[src/rtl/mem_router_pkg.sv]
package mem_router_pkg;

  typedef enum logic [2:0] {
    TGT_NONE,
    TGT_DCACHE,
    TGT_ROM,
    TGT_IO,
    TGT_BYPASS
  } tgt_e;

  typedef enum logic [1:0] {
    TRK_IDLE,
    TRK_WAIT,
    TRK_DONE
  } trk_e;

  localparam int unsigned IO_OFF_W = 6;  // word offset from addr[7:2]

  localparam logic [IO_OFF_W-1:0] IO_UART_STAT = 6'h00;
  localparam logic [IO_OFF_W-1:0] IO_UART_RX   = 6'h01;
  localparam logic [IO_OFF_W-1:0] IO_UART_TX   = 6'h02;
  localparam logic [IO_OFF_W-1:0] IO_CYC       = 6'h04;
  localparam logic [IO_OFF_W-1:0] IO_INSTR     = 6'h05;
  localparam logic [IO_OFF_W-1:0] IO_GFX_STAT  = 6'h08;
  localparam logic [IO_OFF_W-1:0] IO_GFX_GO    = 6'h09;
  localparam logic [IO_OFF_W-1:0] IO_GFX_ARG0  = 6'h10;
  localparam int unsigned         GFX_MAX_ARGS = 16;

endpackage

[src/rtl/mr_decode.sv]
module mr_decode
  import mem_router_pkg::*;
(
  input  logic [3:0] nib_i,
  output tgt_e       tgt_o
);

  always_comb begin
    if (nib_i >= 4'h9) begin
      tgt_o = TGT_BYPASS;
    end else begin
      unique case (nib_i)
        4'h1, 4'h3: tgt_o = TGT_DCACHE;
        4'h4:       tgt_o = TGT_ROM;
        4'h8:       tgt_o = TGT_IO;
        default:    tgt_o = TGT_NONE;
      endcase
    end
  end

endmodule

[src/rtl/mr_port_track.sv]
module mr_port_track
  import mem_router_pkg::*;
#(
  parameter int unsigned DATA_W = 32
) (
  input  logic              clk_i,
  input  logic              rst_ni,
  input  logic              req_i,
  input  logic              resp_i,
  input  logic [DATA_W-1:0] rdata_i,
  input  logic              advance_i,
  output logic              issue_o,
  output logic              done_o,
  output logic [DATA_W-1:0] data_o
);

  trk_e              st_q;
  logic [DATA_W-1:0] hold_q;

  assign issue_o = req_i && (st_q == TRK_IDLE);
  assign done_o  = !req_i || (st_q == TRK_DONE) || resp_i;
  assign data_o  = (st_q == TRK_DONE) ? hold_q : rdata_i;

  always_ff @(posedge clk_i or negedge rst_ni) begin
    if (!rst_ni) begin
      st_q   <= TRK_IDLE;
      hold_q <= '0;
    end else if (advance_i) begin
      st_q <= TRK_IDLE;
    end else if (req_i && (st_q != TRK_DONE) && resp_i) begin
      st_q   <= TRK_DONE;  // capture while the pipeline stays frozen
      hold_q <= rdata_i;
    end else if (issue_o) begin
      st_q <= TRK_WAIT;
    end
  end

  p_issue_once_r4: assert property (@(posedge clk_i) disable iff (!rst_ni)
    (issue_o && !advance_i) |=> !issue_o);

  p_hold_stable_r4: assert property (@(posedge clk_i) disable iff (!rst_ni)
    (req_i && done_o && !advance_i) |=> (!req_i || data_o == $past(data_o)));

endmodule

[src/rtl/mr_io_regs.sv]
module mr_io_regs
  import mem_router_pkg::*;
#(
  parameter int unsigned DATA_W   = 32,
  parameter int unsigned CNT_W    = 32,
  parameter int unsigned GFX_ARGS = 4
) (
  input  logic                       clk_i,
  input  logic                       rst_ni,
  input  logic                       we_i,
  input  logic                       re_i,
  input  logic [IO_OFF_W-1:0]        off_i,
  input  logic [DATA_W-1:0]          wdata_i,
  input  logic                       retire_i,
  input  logic                       uart_tx_ready_i,
  output logic                       uart_tx_valid_o,
  output logic [7:0]                 uart_tx_data_o,
  input  logic                       uart_rx_valid_i,
  input  logic [7:0]                 uart_rx_data_i,
  input  logic                       gfx_busy_i,
  output logic                       gfx_start_o,
  output logic [GFX_ARGS*DATA_W-1:0] gfx_args_o,
  output logic [DATA_W-1:0]          rdata_o
);

  logic [CNT_W-1:0]  cyc_q, ins_q;
  logic              rx_full_q;
  logic [7:0]        rx_byte_q;
  logic [DATA_W-1:0] arg_q [GFX_ARGS];

  wire cyc_clr = we_i && (off_i == IO_CYC);
  wire ins_clr = we_i && (off_i == IO_INSTR);
  wire rx_take = re_i && (off_i == IO_UART_RX);

  always_ff @(posedge clk_i or negedge rst_ni) begin
    if (!rst_ni) begin
      cyc_q <= '0;
      ins_q <= '0;
    end else begin
      cyc_q <= cyc_clr ? '0 : cyc_q + 1'b1;
      if (ins_clr)       ins_q <= '0;
      else if (retire_i) ins_q <= ins_q + 1'b1;
    end
  end

  always_ff @(posedge clk_i or negedge rst_ni) begin
    if (!rst_ni) begin
      rx_full_q <= 1'b0;
      rx_byte_q <= '0;
    end else if (uart_rx_valid_i) begin
      rx_full_q <= 1'b1;
      rx_byte_q <= uart_rx_data_i;
    end else if (rx_take) begin
      rx_full_q <= 1'b0;
    end
  end

  assign uart_tx_valid_o = we_i && (off_i == IO_UART_TX) && uart_tx_ready_i;
  assign uart_tx_data_o  = wdata_i[7:0];
  assign gfx_start_o     = we_i && (off_i == IO_GFX_GO);

  for (genvar g = 0; g < GFX_ARGS; g++) begin : g_arg
    localparam logic [IO_OFF_W-1:0] ArgOff = IO_GFX_ARG0 + IO_OFF_W'(g);
    always_ff @(posedge clk_i or negedge rst_ni) begin
      if (!rst_ni)                        arg_q[g] <= '0;
      else if (we_i && (off_i == ArgOff)) arg_q[g] <= wdata_i;
    end
    assign gfx_args_o[g*DATA_W +: DATA_W] = arg_q[g];
  end

  always_comb begin
    rdata_o = '0;
    unique case (off_i)
      IO_UART_STAT: begin
        rdata_o[0] = uart_tx_ready_i;
        rdata_o[1] = rx_full_q;
      end
      IO_UART_RX:  rdata_o[7:0] = rx_byte_q;
      IO_CYC:      rdata_o = DATA_W'(cyc_q);
      IO_INSTR:    rdata_o = DATA_W'(ins_q);
      IO_GFX_STAT: rdata_o[0] = gfx_busy_i;
      default: begin
        for (int i = 0; i < GFX_ARGS; i++) begin
          if (off_i == IO_GFX_ARG0 + IO_OFF_W'(i)) rdata_o = arg_q[i];
        end
      end
    endcase
  end

  p_cyc_clear_r6: assert property (@(posedge clk_i) disable iff (!rst_ni)
    cyc_clr |=> (cyc_q == '0));

  p_ins_clear_r7: assert property (@(posedge clk_i) disable iff (!rst_ni)
    ins_clr |=> (ins_q == '0));

  p_rx_clear_r8: assert property (@(posedge clk_i) disable iff (!rst_ni)
    (rx_take && !uart_rx_valid_i) |=> !rx_full_q);

  p_ro_write_r11: assert property (@(posedge clk_i) disable iff (!rst_ni)
    (we_i && (off_i == IO_UART_RX || off_i == IO_UART_STAT) && !uart_rx_valid_i)
      |=> $stable({rx_full_q, rx_byte_q}));

endmodule

[src/rtl/mem_router.sv]
module mem_router
  import mem_router_pkg::*;
#(
  parameter int unsigned ADDR_W   = 32,
  parameter int unsigned DATA_W   = 32,
  parameter int unsigned CNT_W    = 32,
  parameter int unsigned GFX_ARGS = 4
) (
  input  logic                       clk_i,
  input  logic                       rst_ni,
  input  logic                       if_req_i,
  input  logic [ADDR_W-1:0]          pc_i,
  output logic [DATA_W-1:0]          instr_o,
  input  logic                       d_req_i,
  input  logic                       d_we_i,
  input  logic [ADDR_W-1:0]          d_addr_i,
  input  logic [DATA_W-1:0]          d_wdata_i,
  output logic [DATA_W-1:0]          d_rdata_o,
  input  logic                       stall_ext_i,
  output logic                       stall_o,
  input  logic                       retire_i,
  output logic                       ic_req_o,
  output logic [ADDR_W-1:0]          ic_addr_o,
  input  logic                       ic_rvalid_i,
  input  logic [DATA_W-1:0]          ic_rdata_i,
  output logic [ADDR_W-1:0]          mem_addr_o,
  output logic                       mem_we_o,
  output logic [DATA_W-1:0]          mem_wdata_o,
  output logic                       dc_req_o,
  input  logic                       dc_rvalid_i,
  input  logic [DATA_W-1:0]          dc_rdata_i,
  output logic                       rom_req_o,
  input  logic                       rom_rvalid_i,
  input  logic [DATA_W-1:0]          rom_rdata_i,
  output logic                       by_req_o,
  input  logic                       by_rvalid_i,
  input  logic [DATA_W-1:0]          by_rdata_i,
  input  logic                       uart_tx_ready_i,
  output logic                       uart_tx_valid_o,
  output logic [7:0]                 uart_tx_data_o,
  input  logic                       uart_rx_valid_i,
  input  logic [7:0]                 uart_rx_data_i,
  input  logic                       gfx_busy_i,
  output logic                       gfx_start_o,
  output logic [GFX_ARGS*DATA_W-1:0] gfx_args_o
);

  tgt_e              tgt;
  logic              d_resp, d_issue, d_done, if_issue, if_done, advance;
  logic [DATA_W-1:0] d_live, io_rdata;

  mr_decode u_decode (
    .nib_i (d_addr_i[ADDR_W-1 -: 4]),
    .tgt_o (tgt)
  );

  always_comb begin
    unique case (tgt)
      TGT_DCACHE: begin d_resp = dc_rvalid_i;                 d_live = dc_rdata_i;  end
      TGT_ROM:    begin d_resp = d_we_i ? 1'b1 : rom_rvalid_i; d_live = rom_rdata_i; end
      TGT_BYPASS: begin d_resp = by_rvalid_i;                 d_live = by_rdata_i;  end
      TGT_IO:     begin d_resp = 1'b1;                        d_live = io_rdata;    end
      default:    begin d_resp = 1'b1;                        d_live = '0;          end
    endcase
  end

  assign stall_o = !(if_done && d_done);
  assign advance = !stall_o && !stall_ext_i;

  mr_port_track #(.DATA_W(DATA_W)) u_fetch_trk (
    .clk_i     (clk_i),
    .rst_ni    (rst_ni),
    .req_i     (if_req_i),
    .resp_i    (ic_rvalid_i),
    .rdata_i   (ic_rdata_i),
    .advance_i (advance),
    .issue_o   (if_issue),
    .done_o    (if_done),
    .data_o    (instr_o)
  );

  mr_port_track #(.DATA_W(DATA_W)) u_data_trk (
    .clk_i     (clk_i),
    .rst_ni    (rst_ni),
    .req_i     (d_req_i),
    .resp_i    (d_resp),
    .rdata_i   (d_live),
    .advance_i (advance),
    .issue_o   (d_issue),
    .done_o    (d_done),
    .data_o    (d_rdata_o)
  );

  assign ic_req_o    = if_issue;
  assign ic_addr_o   = pc_i;
  assign mem_addr_o  = d_addr_i;
  assign mem_we_o    = d_we_i;
  assign mem_wdata_o = d_wdata_i;
  assign dc_req_o    = d_issue && (tgt == TGT_DCACHE);
  assign rom_req_o   = d_issue && (tgt == TGT_ROM) && !d_we_i;
  assign by_req_o    = d_issue && (tgt == TGT_BYPASS);

  mr_io_regs #(
    .DATA_W   (DATA_W),
    .CNT_W    (CNT_W),
    .GFX_ARGS (GFX_ARGS)
  ) u_io (
    .clk_i           (clk_i),
    .rst_ni          (rst_ni),
    .we_i            (d_issue && (tgt == TGT_IO) && d_we_i),
    .re_i            (d_issue && (tgt == TGT_IO) && !d_we_i),
    .off_i           (d_addr_i[IO_OFF_W+1:2]),
    .wdata_i         (d_wdata_i),
    .retire_i        (retire_i),
    .uart_tx_ready_i (uart_tx_ready_i),
    .uart_tx_valid_o (uart_tx_valid_o),
    .uart_tx_data_o  (uart_tx_data_o),
    .uart_rx_valid_i (uart_rx_valid_i),
    .uart_rx_data_i  (uart_rx_data_i),
    .gfx_busy_i      (gfx_busy_i),
    .gfx_start_o     (gfx_start_o),
    .gfx_args_o      (gfx_args_o),
    .rdata_o         (io_rdata)
  );

  p_one_target_r1: assert property (@(posedge clk_i) disable iff (!rst_ni)
    $onehot0({dc_req_o, rom_req_o, by_req_o}));

  p_miss_stalls_r3: assert property (@(posedge clk_i) disable iff (!rst_ni)
    ((dc_req_o && !dc_rvalid_i) || (by_req_o && !by_rvalid_i)) |-> stall_o);

  p_fetch_stalls_r5: assert property (@(posedge clk_i) disable iff (!rst_ni)
    (ic_req_o && !ic_rvalid_i) |-> stall_o);

  initial begin
    a_args_fit_r10: assert (GFX_ARGS >= 1 && GFX_ARGS <= GFX_MAX_ARGS && CNT_W <= DATA_W);
  end

endmodule

[config.mk]
export PLATFORM = sky130hd
export DESIGN_NAME = mem_router
export DESIGN_NICKNAME = d
export VERILOG_FILES = /design/src/rtl/mem_router_pkg.sv /design/src/rtl/mr_decode.sv /design/src/rtl/mr_port_track.sv /design/src/rtl/mr_io_regs.sv /design/src/rtl/mem_router.sv
export SDC_FILE = /design/constraint.sdc
export NUM_CORES = 1
export LEC_CHECK = 0
export ABC_AREA = 1
export BUFFER_PORTS_ARGS = -buffer_cell sky130_fd_sc_hd__buf_2
export CAP_MARGIN = 20
export CORE_AREA = 3 3 215 217
export CTS_CLUSTER_DIAMETER = 100
export DETAILED_ROUTE_END_ITERATION = 12
export DIE_AREA = 0 0 218 220
export GPL_TIMING_DRIVEN = 1
export PLACE_DENSITY_LB_ADDON = 0.08
export SLEW_MARGIN = 20
export SYNTH_ARGS = -nofsm -noshare
export SYNTH_HDL_FRONTEND = slang
export SYNTH_SLANG_ARGS = --single-unit
[constraint.sdc]
create_clock -name clk_i -period 2.4 [get_ports clk_i]
set_input_delay 0.48 -clock clk_i [delete_from_list [all_inputs] [get_ports clk_i]]
set_output_delay 0.48 -clock clk_i [all_outputs]
set_load 0.02 [all_outputs]
# Word-level counts from Yosys, hierarchy flattened
# Index checks and enable logic that the tools add are counted.
[op_classes]
addsub = 2
order_cmp = 1
eq_ne = 22
mux = 26
bitwise = 1
n_reduce_logical = 46
[op_table]
columns = ["cell", "count"]
rows = [
  ["32-bit two-way mux", 9],
  ["32-bit case mux with 4 select lines", 1],
  ["24-bit case mux with 3 select lines", 1],
  ["32-bit by 1-bit adder with 32-bit output, second input constant", 2],
  ["1-bit logical AND", 25],
  ["6-bit by 5-bit == test with 1-bit output, second input constant", 4],
  ["6-bit case mux with 4 select lines", 1],
  ["6-bit by 3-bit == test with 1-bit output, second input constant", 2],
  ["6-bit by 4-bit == test with 1-bit output, second input constant", 2],
  ["2-bit two-way mux", 6],
  ["1-bit case mux with 5 select lines", 2],
  ["3-bit by 2-bit == test with 1-bit output, second input constant", 2],
  ["6-bit by 1-bit == test with 1-bit output, second input constant", 1],
  ["6-bit by 2-bit == test with 1-bit output, second input constant", 1],
  ["6-bit logical NOT", 1],
  ["2-bit case mux with 3 select lines", 1],
  ["3-bit nonzero test", 2],
  ["1-bit logical NOT", 5],
  ["2-bit == test, second input constant", 2],
  ["4-bit by 1-bit == test with 1-bit output, second input constant", 1],
  ["4-bit by 2-bit == test with 1-bit output, second input constant", 1],
  ["4-bit by 3-bit == test with 1-bit output, second input constant", 1],
  ["4-bit == test, second input constant", 1],
  ["4-bit greater-or-equal comparator, second input constant", 1],
  ["13 further kinds", 23],
]
[word_totals]
register_bits = 269
input_bits = 246
out_inout_bits = 304
word_cells = 110

# Longest topological paths before layout
# Gate-level depths: netlist (run 1).
[logic_depth]
depth_word = 11
mapped_depth = 13

# Hierarchy
# Synthesis (run 1) repeated with hierarchy kept, for this count alone.
[hier_totals]
hier_cells = 2272
hier_area_um2 = 16310.6
[modules_own_cells]
columns = ["module", "instances", "cells_per_inst", "area_per_inst_um2"]
rows = [
  ["mr_io_regs", 1, 1412, 10338.7],
  ["mr_port_track", 2, 264, 1896.8],
  ["mem_router", 1, 321, 2127.0],
  ["mr_decode", 1, 11, 51.3],
]

# Worst setup path before layout (run 1)
# No wires, ideal clock.
[synth_path]
path_type = "input -> output"
start = "input d_addr_i[7]"
end = "output d_rdata_o[6]"
arrival_ns = 1.681
required_time_ns = 1.920
path_slack_ns = 0.239
path_stages = 9
path_buffers = 2
cell_sequence = "nor2_2 > buf_2 > buf_2 > nand4_1 > nand4_1 > nand3_1 > nand2_1 > nand2_1 > nand2_1"
[synth_via]
elab_chain_len = 8
[synth_lines]
columns = ["element", "line_no", "source"]
rows = [
  ["start, declared", "mem_router.sv:16", "input logic [ADDR_W-1:0] d_addr_i,"],
  ["6-bit by 5-bit == test with 1-bit output", "mr_io_regs.sv:84", "if (off_i == IO_GFX_ARG0 + IO_OFF_W'(i)) rdata_o = arg_q[i];"],
  ["32-bit two-way mux (4 in series)", "mr_io_regs.sv:84", ""],
  ["6-bit case mux with 4 select lines (*)", "mr_io_regs.sv:73", "unique case (off_i)"],
  ["32-bit case mux with 4 select lines (*)", "mem_router.sv:58", "unique case (tgt)"],
  ["32-bit two-way mux (*)", "mr_port_track.sv:22", "assign data_o = (st_q == TRK_DONE) ? hold_q : rdata_i;"],
  ["end, declared", "mem_router.sv:18", "output logic [DATA_W-1:0] d_rdata_o,"],
]
# Mark *: on every way between the ends. The rest lies on a longest branch, timed or not.

# Worst setup path in the final report (run 1)
[layout_path]
start = "input d_addr_i[5]"
end = "output d_rdata_o[9]"
[layout_via]
elab_chain_len = 8
[layout_lines]
columns = ["element", "line_no"]
rows = [
  ["6-bit by 5-bit == test with 1-bit output", "mr_io_regs.sv:84"],
  ["32-bit two-way mux (4 in series)", "mr_io_regs.sv:84"],
  ["24-bit case mux with 3 select lines (*)", "mr_io_regs.sv:73"],
  ["32-bit case mux with 4 select lines (*)", "mem_router.sv:58"],
  ["32-bit two-way mux (*)", "mr_port_track.sv:22"],
]
# Marks and branches as above.

==> impl_results.md, run 1 <==
- I/O pins: between 500 and 600
- Largest net degree at the start of global routing: 65
- Cell row count: 77
- Worst vdd ir: between 0.0004 and 0.0005 V
- Slowest cell delay on critical path: 170 ps
- Power Density: ~630 nW/um^2
- Die area: between 40000 and 50000 um^2
- CP max-delay cell: nor2_4
- CTS Buf Count: 34
- Port bufs: about 440
- Worst slew margin: 0.596
- Dpl hpwl: between 50000 and 60000 um
- Final hold violation count: 0
- Starting DRT DRC Count: ~1500
- Mapped Area: 16200 um^2
- Status: finished with violations
- GPL Wtd Cong: approximately 0.93
- Syn Area/Cell: between 6 and 7 um^2
- CP Capture Type: output pin
- Pre-antenna DRT Iters: 5
- Leak: 12.0 nW
- Post-synth EDFFs: 0
- Setup CP Type: in -> out
- Worst slew pin tran: around 600 ps
- Reg-to-Reg Start: u_io.ins_q[13]$_DFFE_PN0P_
- Min Hold Slack: 138 ps
- Post-Layout Inst Area: 22800 um^2
- Sequential-to-total area share from yosys stat: 0.416
- HP Class: in -> reg
- Min-Delay Startpoint: uart_rx_data_i[0]
- Failing checks: setup timing
- Syn nets: 2630
- H-Tree Depth: 2
- Drt wl/cell: 21.0 um
- Async S/R FF share, synth: 1.00
- Net count, final: 3104
- Die Span X: 218 um
- Pre-CTS setup slack: -403 ps
- Maximum clock rate: between 0.3 and 0.4 GHz
- Critical path launch point type: input pin
- CTS tree: yes
- DP Area: between 15000 and 20000 um^2
- Post-synthesis cell count: about 2400
- Setup crit start: d_addr_i[5]
- Synth Register Bits: about 270
- CP cell instances: buf_8 > nor2_4 > buf_12 > nand3_4 > nand3_4 > buf_12 > inv_12 > buf_12 > nor2_4 > nor2_2 > nand2_1 > nand2_2 > nand2_2 > nand2_2 > buf_6
- Synth unique cells: 37
- Initial antenna violation count: 0
- Antenna-violating nets left: 0
- Slew Limit Fails: 0
- Worst r2r path cells: 17
- Layout cells sized above 1: 0.326
- Die span in y: approximately 220 um
- Clock Skew: about 18 ps
- Vias in the first global route: roughly 17000
- Syn. warnings: 0
- Final period util: 1.06
- Global Route Usage Sum: 0.290
- RSZ-0062 raised after global routing: true
- Residual DRC count: 0
- # setup viols final: 33
- Hold depth: 3
- MaxCap Viol Count: 0
- Post-Route WL: between 70000 and 80000 um
- Crit path arrival time: approximately 2100 ps
- # diodes: 0
- Area delta synth->final: 40.8%
- Vias per cell: between 5 and 6
- Synth Flop Type: dfrtp_1
- Crit Path Max Fanout: 6
- Clk Latency, worst-skew pair: between 500 and 600 ps
- Placed Cells: ~3300
- Clock net sink count: 269
- Crit path required time: 1920 ps
- Worst setup margin: -149 ps
- Initial Utilization: 0.365
- Vias: 17800
- CTS clock-pin slew for the worst setup and hold paths: about 50 ps
- Core ar.: approximately 44000 um^2
- Final setup TNS: -3150 ps
- Maximum root-to-sink buffer count: 3
- GR Overflow Total: 0
- Cell Count, Final, Fillers Out: approximately 3500
- Tmin final: 2550 ps
- Root buffer cell: clkbuf_16
- First-pass GRT wire length: around 110000 um
## timing repair
| item | in CTS | in global routing |
|---|---|---|
| pin swaps | 77 | 88 |
| gates resized for setup | 271 | 137 |
| gates cloned | 6 | 12 |
| setup buffers | 56 | 13 |
| endpoints found under the setup margin | 33 | 61 |
| endpoints found under the hold margin | 50 | 0 |
| hold buffers | 1 | 0 |
## state kept, by name, indices dropped and copies added (netlist names)
name and count:
u_io.rx_full_q 1, u_io.ins_q 32, u_data_trk.st_q 2, u_fetch_trk.st_q 2, u_io.gfx_args_o 128, u_io.rx_byte_q 8, u_fetch_trk.hold_q 32, u_data_trk.hold_q 32
u_io.cyc_q 32
## kinds of logic (layout without fill, tap and decap cells)
family          count (synthesis)  count (layout)  share of synthesized area
flops                         269             269                      0.416
fa+ha+maj                       2               2                    0.00155
compound gates                247             247                     0.0780
xor+xnor                       25              25                     0.0135
buf+inv                       396             892                      0.121
simple gates                 1443            1443                      0.370
## metal layers
layer	track usage	up-vias	wire length (um)
met4	0.0894	0	2550
li1	-	8415	-
met1	0.387	8453	30500
met2	0.482	779	34800
met5	0	-	0
met3	0.0513	140	5230
## final cells by class
class	instances	area, um^2
fill	4438	21600
multi-input combinational	1717	8400
sequential	269	6730
timing repair buffer	656	5050
clock buffer	49	1020
tap	592	741
inverter	178	698
clock inverter	9	118
## worst max-delay path: cells and delay by family
kind,cells,cell delay (ps)
buf+inv,6,730
simple gates,9,840
## stage by stage
stage          total power, mW   util
3_3_place_gp              8.54  0.435
5_1_grt                   15.0  0.513
2_1_floorplan             7.32      -
4_1_cts                   14.3  0.494
3_5_place_dp              8.57  0.435
6_report                  14.3  0.513
## layout by cell type (no fill, tap or decap), types with 19 or more instances in the layout
master,netlist,layout
nand3_1,176,155
buf_6,0,57
nand4_1,50,50
nand3_2,4,19
buf_2,50,399
a21oi_1,70,58
clkbuf_16,0,46
nor2_1,242,179
buf_12,0,44
nor3_1,42,42
nor2_4,5,36
o21ai_1,134,131
inv_1,164,162
nor2_2,9,41
dfrtp_1,269,268
o21ai_0,34,20
nand2_1,902,825
xor2_1,20,20
buf_4,108,131
nand2_2,2,66
## where the power goes
group | internal (mW) | switching, mW | leakage, nW
sequential | 5.04 | 0.387 | 3.48
clock | 3.18 | 2.08 | 0.565
combinational | 1.38 | 2.22 | 7.91
## synthesized netlist by cell type (2+ instances only)
library cell / n / share of area
xor2_1: 20 / 0.011
nor3b_1: 4 / 0.0019
o211a_1: 2 / 0.0012
buf_4: 108 / 0.050
a211oi_1: 2 / 0.00093
buf_2: 50 / 0.015
buf_1: 6 / 0.0014
o22ai_1: 2 / 0.00077
a21oi_1: 70 / 0.022
inv_2: 13 / 0.0030
ha_1: 2 / 0.0015
nand2_1: 902 / 0.21
o21ai_0: 34 / 0.011
nor2_4: 5 / 0.0035
nor3_1: 42 / 0.013
xnor2_1: 5 / 0.0027
nor2_2: 9 / 0.0035
inv_1: 164 / 0.038
nand3_2: 4 / 0.0025
clkbuf_1: 54 / 0.013
nand2_2: 2 / 0.00077
o21ai_1: 134 / 0.041
nor2_1: 242 / 0.056
dfrtp_1: 269 / 0.42
nand4_1: 50 / 0.019
nand3_1: 176 / 0.054
## path summary, 6_finish.rpt
check,endpoint,slack (ps)
setup / recovery,d_rdata_o[9],-150
hold / removal,u_io.rx_byte_q[0]$_DFFE_PN0P_,140
setup reg to reg,u_data_trk.hold_q[13]$_DFFE_PN0P_,50
hold reg to reg,u_fetch_trk.hold_q[30]$_DFFE_PN0P_,470
max in group asynchronous,u_io.gfx_args_o[52]$_DFFE_PN0P_,1100
min in group asynchronous,u_io.ins_q[27]$_DFFE_PN0P_,480
Note: power is estimated with default switching activity, not from simulation.
==> run 2, diff against run 1 <==
==> constraint.sdc (replaced) <==
create_clock -name clk_i -period 2.75 [get_ports clk_i]
set_input_delay 0.55 -clock clk_i [delete_from_list [all_inputs] [get_ports clk_i]]
set_output_delay 0.55 -clock clk_i [all_outputs]
set_load 0.02 [all_outputs]
==> run 2 against run 1 <==
  * The run now ends clean
  * Global-route usage decreased by 0.96 points
  * Non-clock buffer count decreased by 61
  * Clock-buffer cell count decreased by 1
  * Largest power group unchanged
  * Largest cell class unchanged
  * First-iteration DRC count increased by 11%
  * Flip-flop and latch count unchanged
  * Sequential power decreased by 13%
  * Core utilization decreased by 2.8 points
==> impl_results.md, run 2 (synthesized netlist as in run 1, its figures left out) <==
- Root buffer cell: clkbuf_16
- HP Class: in -> reg
- Pre-CTS setup slack: -252 ps (+151 ps)
- Area delta synth->final: 33.0%
- Status: complete, no violations
- Net count, final: 3041 (-2.0%)
- CP top delay family: simple AND/OR/NAND/NOR gates
- Clk Latency, worst-skew pair: 590 ps (+40 ps)
- Vias: 17400 (-2.1%)
- Slowest cell delay on critical path: 210 ps (+40 ps)
- Setup crit start: d_addr_i[7]
- Fill count: 4567 (+2.9%)
- Worst slew pin tran: 651 ps (+49.2 ps)
- Clock Skew: 7.32 ps (-10.6 ps)
- Layout cells sized above 1: 0.281 (-0.0455)
- Port bufs: 441 (unchanged)
- Crit path required time: 2200 ps (+280 ps)
- Starting DRT DRC Count: 1644 (+11%)
- Leak: 11.5 nW (-4.2%)
- # diodes: 0 (unchanged)
- Placed Cells: 3313 (-0.48%)
- Pre-antenna DRT Iters: 5 (unchanged)
- H-Tree Depth: 1 (-1)
- Final period util: 0.991
- Max reg flops: 128 (unchanged)
- Maximum clock rate: approximately 0.37 GHz
- Largest net degree at the start of global routing: 65 (unchanged)
- Die span in y: 220 um (unchanged)
- Vias in the first global route: 16500 (-4.0%)
- Power Density: 566 nW/um^2 (-9.8%)
- Vias per cell: 5.11 (-0.37%)
- Crit path arrival time: 2180 ps (+110 ps)
- WP depth: 14 (-1)
- Worst vdd ir: 0.000457 V (+10%)
- Critical path capture point: d_rdata_o[16]
- GPL Wtd Cong: 0.966 (+4.3%)
- Most frequent cells in the layout: 852 x nand2_1, 403 x buf_2, 269 x dfrtp_1, 212 x nor2_1
- Die Span X: 218 um (unchanged)
- GR Overflow Total: 0 (unchanged)
- Dpl hpwl: 53800 um (-0.76%)
- Worst r2r path cells: 7 (-10)
- CTS tree: yes
- Worst slew margin: 0.563 (-0.0331)
- CTS clock-pin slew for the worst setup and hold paths: 60 ps (about the same)
- Tmin final: 2730 ps
- # setup viols final: 0 (-100%)
- I/O pins: 550 (unchanged)
- Maximum root-to-sink buffer count: 3 (unchanged)
- Clock net sink count: 269 (unchanged)
- R2r setup slk: 590 ps (+540 ps)
- Die area: 48000 um^2 (unchanged)
- CTS Buf Count: 31 (-8.8%)
- Residual DRC count: 0 (unchanged)
- Initial antenna violation count: 0 (unchanged)
- Setup CP Type: in -> out
- First-pass GRT wire length: 103000 um (-2.8%)
- Core ar.: 44300 um^2 (unchanged)
- FF-to-FF End: u_io.cyc_q[31]$_DFF_PN0_
- Cell repeated most along the worst path: nand2_1
- CP max-delay cell: nor2_4
- Crit Path Max Fanout: 8 (+2)
- Reg-to-Reg Start: u_io.cyc_q[0]$_DFF_PN0_
- MaxCap Viol Count: 0 (unchanged)
- Commonest non-fill, non-tap cell in the layout: nand2_1
- Register area: 6730 um^2 (about the same)
- Crit path buffers/inverters: 5 (-1)
- Cell Count, Final, Fillers Out: 3409 (-1.8%)
- Global Route Usage Sum: 0.281 (-0.00958)
- CP cell instances: buf_6 > nor2_4 > nand3_1 > nand3_4 > buf_12 > buf_12 > clkbuf_16 > a21oi_1 > nand2_1 > nand2_1 > nand2_1 > nand2_1 > nand2_1 > buf_4
- Critical path launch point type: input pin
- Final hold violation count: 0 (unchanged)
- Slew Limit Fails: 0 (unchanged)
- Worst setup margin: 24.8 ps (+173 ps)
- Drt wl/cell: 21.0 um (-0.23%)
- RSZ-0062 raised after global routing: true
- Min-Delay Startpoint: uart_rx_data_i[5]
- Initial Utilization: 0.365 (unchanged)
- Multi-input logic area: 7900 um^2 (-5.9%)
- Antenna-violating nets left: 0 (unchanged)
- Cell row count: 77 (unchanged)
- CP Capture Type: output pin
- Post-Route WL: 71600 um (-2.0%)
==> run 2: cell type report <==
class | instances | area share
timing repair inverter | 1 | 0.000349
multi-input combinational | 1717 | 0.368
clock inverter | 9 | 0.00745
tap | 592 | 0.0345
sequential | 269 | 0.313
timing repair buffer | 595 | 0.202
clock buffer | 48 | 0.0437
inverter | 178 | 0.0316
==> run 2: stage by stage <==
step	hold slack [ps]	instance area, um^2	power (mW)	util	TNS [ps]
final	161	21500	12.2	0.485	0
after global routing	170	21500	12.8	0.485	-1000
after CTS	141	20500	12.0	0.462	-116
after detailed placement	454	19100	7.46	0.432	-2980
after global placement	448	19100	7.43	0.432	-2660
after floorplan	254	16200	6.39	-	0
==> run 2: worst register-to-register path: cells and delay by family (launching register included) <==
| kind | cells | cell delay [ps] |
|---|---|---|
| simple gates | 5 | 1360 |
| xor+xnor | 1 | 140 |
| flops | 1 | 410 |
| buf+inv | 1 | 120 |
==> run 2: report_power, final <==
part           switching [mW]  leakage, nW  internal, mW  total [mW]
clock network            1.76        0.544          2.72        4.48
logic                    1.88         7.42          1.06        2.94
registers               0.345         3.48          4.40        4.74
total                    3.99         11.5          8.18        12.2
==> run 2: repair_timing <==
item / CTS / global route
pin swaps: 12 / 46
buffers inserted: 7 / 18
gates resized for setup: 39 / 197
cloned: 2 / 11
endpoints found under the setup margin: 34 / 32
endpoints found under the hold margin: 58 / 0
hold buffers: 1 / 0
==> run 2: how the worst min path moves through the flow <==
stage | endpoint | slack, ps | depth (start not counted)
floorplan | u_data_trk.hold_q[0]$_DFFE_PN0P_ | 250 | 0
global placement | u_io.ins_q[13]$_DFFE_PN0P_ | 450 | 1
detailed placement | u_io.ins_q[13]$_DFFE_PN0P_ | 450 | 1
global route | u_io.rx_byte_q[5]$_DFFE_PN0P_ | 170 | 3
finish | u_io.rx_byte_q[5]$_DFFE_PN0P_ | 160 | 3
CTS | u_io.rx_byte_q[5]$_DFFE_PN0P_ | 140 | 3
==> run 2: layer usage <==
layer  global-route usage  vias up  part of all wire
li1                     -     8292                 -
met1                0.386     8265              0.42
met2                0.467      739              0.48
met3               0.0370      113             0.067
met4               0.0735        0             0.030
met5                    0        -                 0
